**config.mk**
```make
export PLATFORM = sky130hd
export DESIGN_NAME = victim_cache
export DESIGN_NICKNAME = d
export VERILOG_FILES = /design/src/rtl/vc_pkg.sv /design/src/rtl/vc_pick.sv /design/src/rtl/vc_match.sv /design/src/rtl/vc_age.sv /design/src/rtl/victim_cache.sv
export SDC_FILE = /design/constraint.sdc
export NUM_CORES = 2
export LEC_CHECK = 0
export ABC_AREA = 1
export ABC_CLOCK_PERIOD_IN_PS = 2770
export BUFFER_PORTS_ARGS = -buffer_cell sky130_fd_sc_hd__buf_2
export CAP_MARGIN = 5
export CELL_PAD_IN_SITES_DETAIL_PLACEMENT = 1
export CELL_PAD_IN_SITES_GLOBAL_PLACEMENT = 1
export CORE_MARGIN = 5
export CORE_UTILIZATION = 45
export CTS_BUF_LIST = sky130_fd_sc_hd__clkbuf_4 sky130_fd_sc_hd__clkbuf_8
export DETAILED_ROUTE_END_ITERATION = 6
export PLACE_DENSITY = 0.9
export SYNTH_ARGS = -nofsm -noshare
export SYNTH_HDL_FRONTEND = slang
export SYNTH_SLANG_ARGS = --single-unit
export TNS_END_PERCENT = 100
```
**constraint.sdc**
```tcl
create_clock -name clk_i -period 2.77 [get_ports clk_i]
set_input_delay 0 -clock clk_i [delete_from_list [all_inputs] [get_ports clk_i]]
set_output_delay 0 -clock clk_i [all_outputs]
set_load 0.05 [all_outputs]
```
**src/rtl/vc_pkg.sv**
```systemverilog
package vc_pkg;
    typedef enum logic {
        MODE_RUN   = 1'b0,
        MODE_FLUSH = 1'b1
    } vc_mode_e;
endpackage

```
**src/rtl/vc_pick.sv**
```systemverilog
// Lowest-index selector over a request vector.
module vc_pick #(
    parameter int ENTRIES = 4
) (
    input  logic [ENTRIES-1:0]         req_i,
    output logic                       any_o,
    output logic [$clog2(ENTRIES)-1:0] idx_o
);
    localparam int AW = $clog2(ENTRIES);

    always_comb begin
        any_o = |req_i;
        idx_o = '0;
        for (int i = ENTRIES - 1; i >= 0; i--) begin
            if (req_i[i]) idx_o = AW'(i);
        end
    end
endmodule

```
**src/rtl/vc_match.sv**
```systemverilog
// Parallel key compare across every slot.
module vc_match #(
    parameter int ENTRIES = 4,
    parameter int KEY_W   = 27
) (
    input  logic [ENTRIES-1:0]            valid_i,
    input  logic [ENTRIES-1:0][KEY_W-1:0] keys_i,
    input  logic [KEY_W-1:0]              probe_i,
    output logic [ENTRIES-1:0]            hit_vec_o,
    output logic                          hit_o,
    output logic [$clog2(ENTRIES)-1:0]    hit_idx_o
);
    for (genvar g = 0; g < ENTRIES; g++) begin : g_cmp
        assign hit_vec_o[g] = valid_i[g] && (keys_i[g] == probe_i);
    end

    vc_pick #(.ENTRIES(ENTRIES)) u_pick (
        .req_i (hit_vec_o),
        .any_o (hit_o),
        .idx_o (hit_idx_o)
    );
endmodule

```
**src/rtl/vc_age.sv**
```systemverilog
// Per-slot age counters; age 0 is newest, ENTRIES-1 is the replacement candidate.
module vc_age #(
    parameter int ENTRIES = 4
) (
    input  logic                       clk_i,
    input  logic                       rst_ni,
    input  logic                       touch_i,
    input  logic [$clog2(ENTRIES)-1:0] touch_idx_i,
    output logic [$clog2(ENTRIES)-1:0] lru_idx_o
);
    localparam int AW = $clog2(ENTRIES);

    typedef logic [ENTRIES-1:0][AW-1:0] age_t;
    age_t age_d, age_q;
    logic [ENTRIES-1:0] oldest_vec;
    logic               oldest_any;

    always_comb begin
        age_d = age_q;
        if (touch_i) begin
            for (int j = 0; j < ENTRIES; j++) begin
                if (age_q[j] < age_q[touch_idx_i]) age_d[j] = age_q[j] + 1'b1;
            end
            age_d[touch_idx_i] = '0;
        end
    end

    always_ff @(posedge clk_i) begin
        if (!rst_ni) begin
            for (int i = 0; i < ENTRIES; i++) age_q[i] <= AW'(i);
        end else begin
            age_q <= age_d;
        end
    end

    for (genvar g = 0; g < ENTRIES; g++) begin : g_old
        assign oldest_vec[g] = (age_q[g] == AW'(ENTRIES - 1));
    end

    vc_pick #(.ENTRIES(ENTRIES)) u_pick (
        .req_i (oldest_vec),
        .any_o (oldest_any),
        .idx_o (lru_idx_o)
    );


    lru_unique_chk: assert property (@(posedge clk_i) disable iff (!rst_ni)
        $countones(oldest_vec) == 1);


    touch_newest_chk: assert property (@(posedge clk_i) disable iff (!rst_ni)
        touch_i |=> age_q[$past(touch_idx_i)] == '0);
endmodule

```
**src/rtl/victim_cache.sv**
```systemverilog
module victim_cache #(
    parameter int ENTRIES    = 4,
    parameter int TAG_W      = 19,
    parameter int SET_W      = 8,
    parameter int LINE_BYTES = 32
) (
    input  logic                   clk_i,
    input  logic                   rst_ni,
    input  logic                   lookup_valid_i,
    input  logic [TAG_W-1:0]       lookup_tag_i,
    input  logic [SET_W-1:0]       lookup_set_i,
    input  logic                   insert_valid_i,
    input  logic [TAG_W-1:0]       insert_tag_i,
    input  logic [SET_W-1:0]       insert_set_i,
    input  logic [LINE_BYTES*8-1:0] insert_data_i,
    input  logic                   insert_dirty_i,
    input  logic                   flush_i,
    output logic                   resp_valid_o,
    output logic                   resp_hit_o,
    output logic [LINE_BYTES*8-1:0] resp_data_o,
    output logic                   resp_dirty_o,
    output logic                   wb_valid_o,
    output logic [TAG_W+SET_W-1:0] wb_line_o,
    output logic [LINE_BYTES*8-1:0] wb_data_o,
    output logic                   flush_busy_o
);
    import vc_pkg::*;

    localparam int KEY_W  = TAG_W + SET_W;
    localparam int DATA_W = LINE_BYTES * 8;
    localparam int EW     = $clog2(ENTRIES);

    typedef struct packed {
        vc_mode_e                         mode;
        logic [ENTRIES-1:0]               valid;
        logic [ENTRIES-1:0]               dirty;
        logic [ENTRIES-1:0][KEY_W-1:0]    key;
        logic [ENTRIES-1:0][DATA_W-1:0]   data;
        logic                             resp_valid;
        logic                             resp_hit;
        logic                             resp_dirty;
        logic [DATA_W-1:0]                resp_data;
        logic                             wb_valid;
        logic [KEY_W-1:0]                 wb_line;
        logic [DATA_W-1:0]                wb_data;
    } vc_state_t;

    vc_state_t st_d, st_q;

    logic [KEY_W-1:0]   probe_key, ins_key;
    logic [ENTRIES-1:0] hit_vec;
    logic               hit_any;
    logic [EW-1:0]      hit_idx;
    logic               free_any, dirty_any;
    logic [EW-1:0]      free_idx, dirty_idx, lru_idx;
    logic               touch;
    logic [EW-1:0]      touch_idx;
    logic               blocked;
    logic               swap;
    logic [EW-1:0]      slot;

    assign probe_key = {lookup_tag_i, lookup_set_i};
    assign ins_key   = {insert_tag_i, insert_set_i};

    vc_match #(.ENTRIES(ENTRIES), .KEY_W(KEY_W)) u_match (
        .valid_i   (st_q.valid),
        .keys_i    (st_q.key),
        .probe_i   (probe_key),
        .hit_vec_o (hit_vec),
        .hit_o     (hit_any),
        .hit_idx_o (hit_idx)
    );

    vc_pick #(.ENTRIES(ENTRIES)) u_free (
        .req_i (~st_q.valid),
        .any_o (free_any),
        .idx_o (free_idx)
    );

    vc_pick #(.ENTRIES(ENTRIES)) u_dirty (
        .req_i (st_q.valid & st_q.dirty),
        .any_o (dirty_any),
        .idx_o (dirty_idx)
    );

    vc_age #(.ENTRIES(ENTRIES)) u_age (
        .clk_i       (clk_i),
        .rst_ni      (rst_ni),
        .touch_i     (touch),
        .touch_idx_i (touch_idx),
        .lru_idx_o   (lru_idx)
    );

    always_comb begin
        st_d            = st_q;
        st_d.resp_valid = 1'b0;
        st_d.resp_hit   = 1'b0;
        st_d.resp_dirty = 1'b0;
        st_d.resp_data  = '0;
        st_d.wb_valid   = 1'b0;
        touch           = 1'b0;
        touch_idx       = '0;
        blocked         = (st_q.mode == MODE_FLUSH) || flush_i;
        swap            = lookup_valid_i && !blocked && hit_any;
        slot            = swap ? hit_idx : (free_any ? free_idx : lru_idx);

        // flush sequencing: one dirty line per cycle, then clear everything
        if (st_q.mode == MODE_FLUSH) begin
            if (dirty_any) begin
                st_d.wb_valid         = 1'b1;
                st_d.wb_line          = st_q.key[dirty_idx];
                st_d.wb_data          = st_q.data[dirty_idx];
                st_d.valid[dirty_idx] = 1'b0;
                st_d.dirty[dirty_idx] = 1'b0;
            end else begin
                st_d.valid = '0;
                st_d.dirty = '0;
                st_d.mode  = MODE_RUN;
            end
        end else if (flush_i) begin
            st_d.mode = MODE_FLUSH;
        end

        // search: answer next cycle, hand the line back and free its slot
        if (lookup_valid_i) begin
            st_d.resp_valid = 1'b1;
            if (swap) begin
                st_d.resp_hit       = 1'b1;
                st_d.resp_data      = st_q.data[hit_idx];
                st_d.resp_dirty     = st_q.dirty[hit_idx];
                st_d.valid[hit_idx] = 1'b0;
                st_d.dirty[hit_idx] = 1'b0;
            end
        end

        // insert: swap slot, else free slot, else least recent slot
        if (insert_valid_i && !blocked) begin
            if (!swap && !free_any && st_q.dirty[slot]) begin
                st_d.wb_valid = 1'b1;
                st_d.wb_line  = st_q.key[slot];
                st_d.wb_data  = st_q.data[slot];
            end
            st_d.valid[slot] = 1'b1;
            st_d.dirty[slot] = insert_dirty_i;
            st_d.key[slot]   = ins_key;
            st_d.data[slot]  = insert_data_i;
            touch            = 1'b1;
            touch_idx        = slot;
        end
    end

    always_ff @(posedge clk_i) begin
        if (!rst_ni) begin
            st_q            <= '0;
            st_q.mode       <= MODE_RUN;
        end else begin
            st_q <= st_d;
        end
    end

    assign resp_valid_o = st_q.resp_valid;
    assign resp_hit_o   = st_q.resp_hit;
    assign resp_data_o  = st_q.resp_data;
    assign resp_dirty_o = st_q.resp_dirty;
    assign wb_valid_o   = st_q.wb_valid;
    assign wb_line_o    = st_q.wb_line;
    assign wb_data_o    = st_q.wb_data;
    assign flush_busy_o = (st_q.mode == MODE_FLUSH);


    resp_next_cycle_chk: assert property (@(posedge clk_i) disable iff (!rst_ni)
        lookup_valid_i |=> resp_valid_o);


    single_match_chk: assert property (@(posedge clk_i) disable iff (!rst_ni)
        $onehot0(hit_vec));


    wb_cause_chk: assert property (@(posedge clk_i) disable iff (!rst_ni)
        wb_valid_o |-> ($past(insert_valid_i) || $past(flush_busy_o)));


    flush_drains_chk: assert property (@(posedge clk_i) disable iff (!rst_ni)
        flush_busy_o |=> ($countones(st_q.valid) <= $past($countones(st_q.valid))));


    flush_no_hit_chk: assert property (@(posedge clk_i) disable iff (!rst_ni)
        (flush_busy_o || flush_i) |=> !resp_hit_o);
endmodule

```
==> metrics.md, run 1 <==
| Metric | Value |
|---|---|
| Largest net degree at the start of global routing | `221` |
| Overflow after GRT | `128` |
| CTS sink count | `1692` |
| Post-GRT worst EP | `wb_data_o[62]$_SDFF_PN0_/D` |
| Sequential area share after synthesis | `40.1%` |
| Synth Flop Type | `dfxtp_1` |
| Synth top area cells | `dfxtp_1 (40%), o21ai_0 (10%), a21oi_1 (10%), inv_1 (6.1%), o22ai_1 (5.0%)` |
| Cells after Synth | `11500` |
| Die height | `443 µm` |
| Num CTS Buffers | `314` |
| Mapped Avg Cell Area | `7.34 µm²` |
| Placer congestion estimate | `1.02` |
| Last stage | `global routing` |
| FF+latch count, synth | `1692` |
| Dpl cells | `14100` |
| Dominant cell type by area after synthesis | `dfxtp_1` |
| Num rows | `159` |
| Post-synth ARST share | `0%` |
| Synth unique cells | `44` |
| H-tree Lvls | `5` |
| Most frequent cell after synthesis | `o21ai_0` |
| Maximum clock path buffer count | `4` |
| Post-synthesis net count | `11800` |
| WEP type | `register data pin` |
| Synth top area share | `40.1%` |
| Ports | `860` |
| Die X | `443 µm` |
| Gr usage total | `67.0%` |
| Starting density of the core | `45.1%` |
| Final HPWL DP | `262000 µm` |
| Yosys Warn Count | `0` |
| Mapped cell area | `0.0844 mm²` |
| Commonest cells in the netlist | `o21ai_0 (1754), dfxtp_1 (1692), a21oi_1 (1689), inv_1 (1378), nand2_1 (934)` |
| EDFF count, synth | `0` |
| Status | `aborted with a tool error` |
| Port Buffers | `859` |
| Error msg | `[ERROR GRT-0232] Routing congestion too high. Check the congestion heatmap in the GUI.` |
| CTS Root Cell | `clkbuf_8` |
==> cells by family after synthesis <==
kind of cell | Yosys count | synth area share, %
XOR/XNOR | 9 | 0.0934
buffers and inverters | 2953 | 15.9
multiplexers | 73 | 0.974
adder cells (fa/ha/maj) | 4 | 0.0593
AND/OR/NAND/NOR | 1968 | 11.3
flip-flops | 1692 | 40.1
AO/OA/AOI/OAI | 4797 | 31.5
==> per-stage QoR <==
stage	TNS, ns	worst slack [ns]	cell area (µm²)	hold WS [ns]
2_1_floorplan	0	0.191	84400	0.0935
3_3_place_gp	-439.72	-0.611	92900	0.302
3_5_place_dp	-545.92	-0.728	92900	0.309
4_1_cts	-190.42	-0.341	107000	0.0128
==> repair_timing <==
action                                  in CTS
gates resized for setup                    273
hold buffers                               580
endpoints found under the setup margin    1686
hold endpoints to repair                  1422
setup buffers                               21
pin swaps                                   63
gates cloned                                12
==> layer usage <==
metal / overflow / track usage, %
met1: 1 / 67.3
met2: 61 / 84.0
met3: 3 / 52.4
met4: 63 / 63.5
met5: 0 / 21.2
==> inputs of run 2 (changes only) <==
--- a/config.mk
+++ b/config.mk
@@ -9,13 +9,10 @@
 export ABC_CLOCK_PERIOD_IN_PS = 2770
 export BUFFER_PORTS_ARGS = -buffer_cell sky130_fd_sc_hd__buf_2
 export CAP_MARGIN = 5
-export CELL_PAD_IN_SITES_DETAIL_PLACEMENT = 1
-export CELL_PAD_IN_SITES_GLOBAL_PLACEMENT = 1
 export CORE_MARGIN = 5
-export CORE_UTILIZATION = 45
-export CTS_BUF_LIST = sky130_fd_sc_hd__clkbuf_4 sky130_fd_sc_hd__clkbuf_8
+export CORE_UTILIZATION = 35
 export DETAILED_ROUTE_END_ITERATION = 6
-export PLACE_DENSITY = 0.9
+export PLACE_DENSITY_LB_ADDON = 0.15
 export SYNTH_ARGS = -nofsm -noshare
 export SYNTH_HDL_FRONTEND = slang
 export SYNTH_SLANG_ARGS = --single-unit
==> metrics.md, run 2 <==
| Metric | Value |
|---|---|
| Status | `finished with violations` |
| Failing checks | `design-rule violations, negative setup slack` |
| Setup TNS | `-261.55 ns` |
| EDFF count, synth | `0 (unchanged)` |
| Worst Setup Start Kind | `register` |
| Hold crit path type | `primary input to register` |
| Mapped Avg Cell Area | `7.34 µm² (unchanged)` |
| Yosys Warn Count | `0 (unchanged)` |
| Final setup viols | `1579` |
| Num CTS Buffers | `197 (-37%)` |
| Filler cells | `23600` |
| Routed WL | `404000 µm` |
| Overall power | `58.0 mW` |
| Gr usage total | `29.8%` |
| Layout Nets | `12800` |
| Most frequent cell after synthesis | `o21ai_0` |
| Clk_skew | `0.0440 ns` |
| Worst-path clk slew | `0.06 ns` |
| Port Buffers | `859 (unchanged)` |
| Cells after Synth | `11500 (unchanged)` |
| Num rows | `180 (+13%)` |
| Max incr delay on CP | `0.38 ns` |
| Dpl cells | `14800 (+5.2%)` |
| Reg area | `0.0339 mm²` |
| Synth top area cells | `dfxtp_1 (40%), o21ai_0 (10%), a21oi_1 (10%), inv_1 (6.1%), o22ai_1 (5.0%)` |
| Post-synthesis net count | `11800 (unchanged)` |
| Vias | `90500` |
| Min Tclk post-route | `3.14 ns` |
| Ports | `860 (unchanged)` |
| Crit path DAT | `3.91 ns` |
| Starting density of the core | `35.1% (-10 points)` |
| Clock latency on the worst-skew pair | `0.88 ns` |
| Core box area | `0.240 mm²` |
| H-tree Lvls | `4 (-1)` |
| Slew HR | `23.3%` |
| Overflow after GRT | `0` |
| CTS tree | `built` |
| FF+latch count, synth | `1692 (unchanged)` |
| Vias per inst | `5.70` |
| Dominant cell type by area after synthesis | `dfxtp_1` |
| CTS sink count | `1692 (unchanged)` |
| Final Max Tran Viols | `0` |
| Area occupied by multi-input gates | `0.0394 mm²` |
| CP Class | `register to register` |
| Routed Antenna Nets | `0` |
| Final Hold Viols | `0` |
| Drt drc | `4` |
| Peak Freq | `0.318 GHz` |
| Fin util | `46.3%` |
| Initial antenna violation count | `60` |
| Die area | `0.251 mm²` |
| Synth Flop Type | `dfxtp_1` |
| P per Cell Area | `521 mW/mm²` |
| Crit path capture type | `register` |
| Hold slack | `0.0483 ns` |
| Largest net degree at the start of global routing | `214` |
| Crit-path slowest cell | `dfxtp_1` |
| Commonest cells in the netlist | `o21ai_0 (1754), dfxtp_1 (1692), a21oi_1 (1689), inv_1 (1378), nand2_1 (934)` |
| Worst EP required | `3.55 ns` |
| Commonest non-fill, non-tap cells in the layout | `a21oi_1 (1639), dfxtp_1 (1636), o21ai_0 (1591), inv_1 (1358), buf_2 (858)` |
| Synth unique cells | `44 (unchanged)` |
| CP Cell Sequence | `inv_1, nand2_2, buf_4, nand4_1, nor2_1, nand3_1, nor2_2, nor2_2, nand2_2, nand2_4, a21boi_2, buf_4, nor2_4, nand2_1, nand4_1, nor2_4, buf_6, buf_12, buf_16, buf_12, o21ai_1, a31oi_1` |
| Worst Max-Slew Pin Slew | `1.15 ns` |
| 1st-iter DRT viols | `9621` |
| CTS Root Cell | `clkbuf_16` |
| Synthesis-to-layout area growth | `31.8%` |
| Sequential area share after synthesis | `40.1% (unchanged)` |
| Die X | `501 µm (+13%)` |
| Routed WL per cell | `25.5 µm` |
| Commonest non-fill, non-tap cell in the layout | `a21oi_1` |
| Share of layout cells above drive strength 1 | `23.5%` |
| Maximum clock path buffer count | `3 (-1)` |
| Number of global-route vias before repair | `84800` |
| Fin cells | `15900` |
| Leakage power | `40.5 nW` |
| Placer congestion estimate | `0.940 (-8.2%)` |
| Final cycle utilization of the critical path | `113%` |
| Drt first pass iters | `7` |
| Unrepaired setup endpoints after global routing | `yes` |
| Die height | `501 µm (+13%)` |
| Fin worst setup slack | `-0.370 ns` |
| Synth top area share | `40.1% (unchanged)` |
| First-pass GRT wire length | `573000 µm` |
| Worst VDD drop | `613 µV` |
| Final HPWL DP | `252000 µm (-3.8%)` |
| Post-synth ARST share | `0% (unchanged)` |
| Mapped cell area | `0.0844 mm² (unchanged)` |
| Max Cap Viol | `0` |
| Critical path fanouts, max | `17` |
## run 2: kinds of logic (layout without fill, tap and decap cells)
family	count (synthesis)	count (layout)	share of synthesized area, %
AO/OA/AOI/OAI	4797	4797	31.5
buffers and inverters	2953	4107	15.9
AND/OR/NAND/NOR	1968	1968	11.3
flip-flops	1692	1692	40.1
multiplexers	73	73	0.974
XOR/XNOR	9	9	0.0934
adder cells (fa/ha/maj)	4	4	0.0593
other	0	33	0
## run 2: repair_timing
action	in CTS	in global routing
setup buffers	53	20
pin swaps	79	98
endpoints found under the setup margin	1689	1687
hold buffers	504	0
hold endpoints to repair	1341	0
resized for setup	478	433
gates cloned	34	27
## run 2: routing by layer
layer,global-route usage [%],share of wire (%),vias up
met2,47.5,45,4721
li1,-,-,41400
met3,4.94,8.4,965
met5,0,0.051,-
met4,12.9,4.8,32
met1,39.6,42,43400
## run 2: layout make-up
cell class,count,share of cell area [%]
timing repair buffer,2317,19.3
clock buffer,298,5.31
sequential,1692,30.5
tap,3185,3.58
timing repair inverter,5,0.0697
multi-input combinational,6851,35.4
antenna,33,0.0742
inverter,1422,4.92
clock inverter,65,0.864
## run 2: per-stage QoR
step | instance area (µm²) | worst slack, ns
after global routing | 111000 | -0.510
after floorplan | 84400 | 0.191
after detailed placement | 94300 | -0.783
after global placement | 94300 | -0.871
after CTS | 109000 | -0.364
final | 111000 | -0.370
## run 2: power by group
group	internal [mW]	total, mW	leakage, nW	switching [mW]
Sequential	24.7	25.0	13.7	0.273
Clock	16.4	27.8	3.36	11.4
Combinational	2.07	5.15	23.5	3.08
## run 2: path summary, 6_finish.rpt
kind	from	to	slack (ns)	depth (start not counted)
worst max-delay path	register	wb_data_o[244]$_SDFF_PN0_	-0.37	22
worst min-delay path	insert_data_i[5]	register	0.05	4
worst max register to register	register	wb_data_o[244]$_SDFF_PN0_	-0.37	22
worst min register to register	register	register	0.48	2
## run 2: worst max-delay path, delay by kind of cell (launching register included)
kind / cells / cell delay (ns)
buf+inv: 7 / 1.00
simple gates: 12 / 1.29
compound gates: 3 / 0.40
flops: 1 / 0.38
Power figures use the tool's default switching activity.
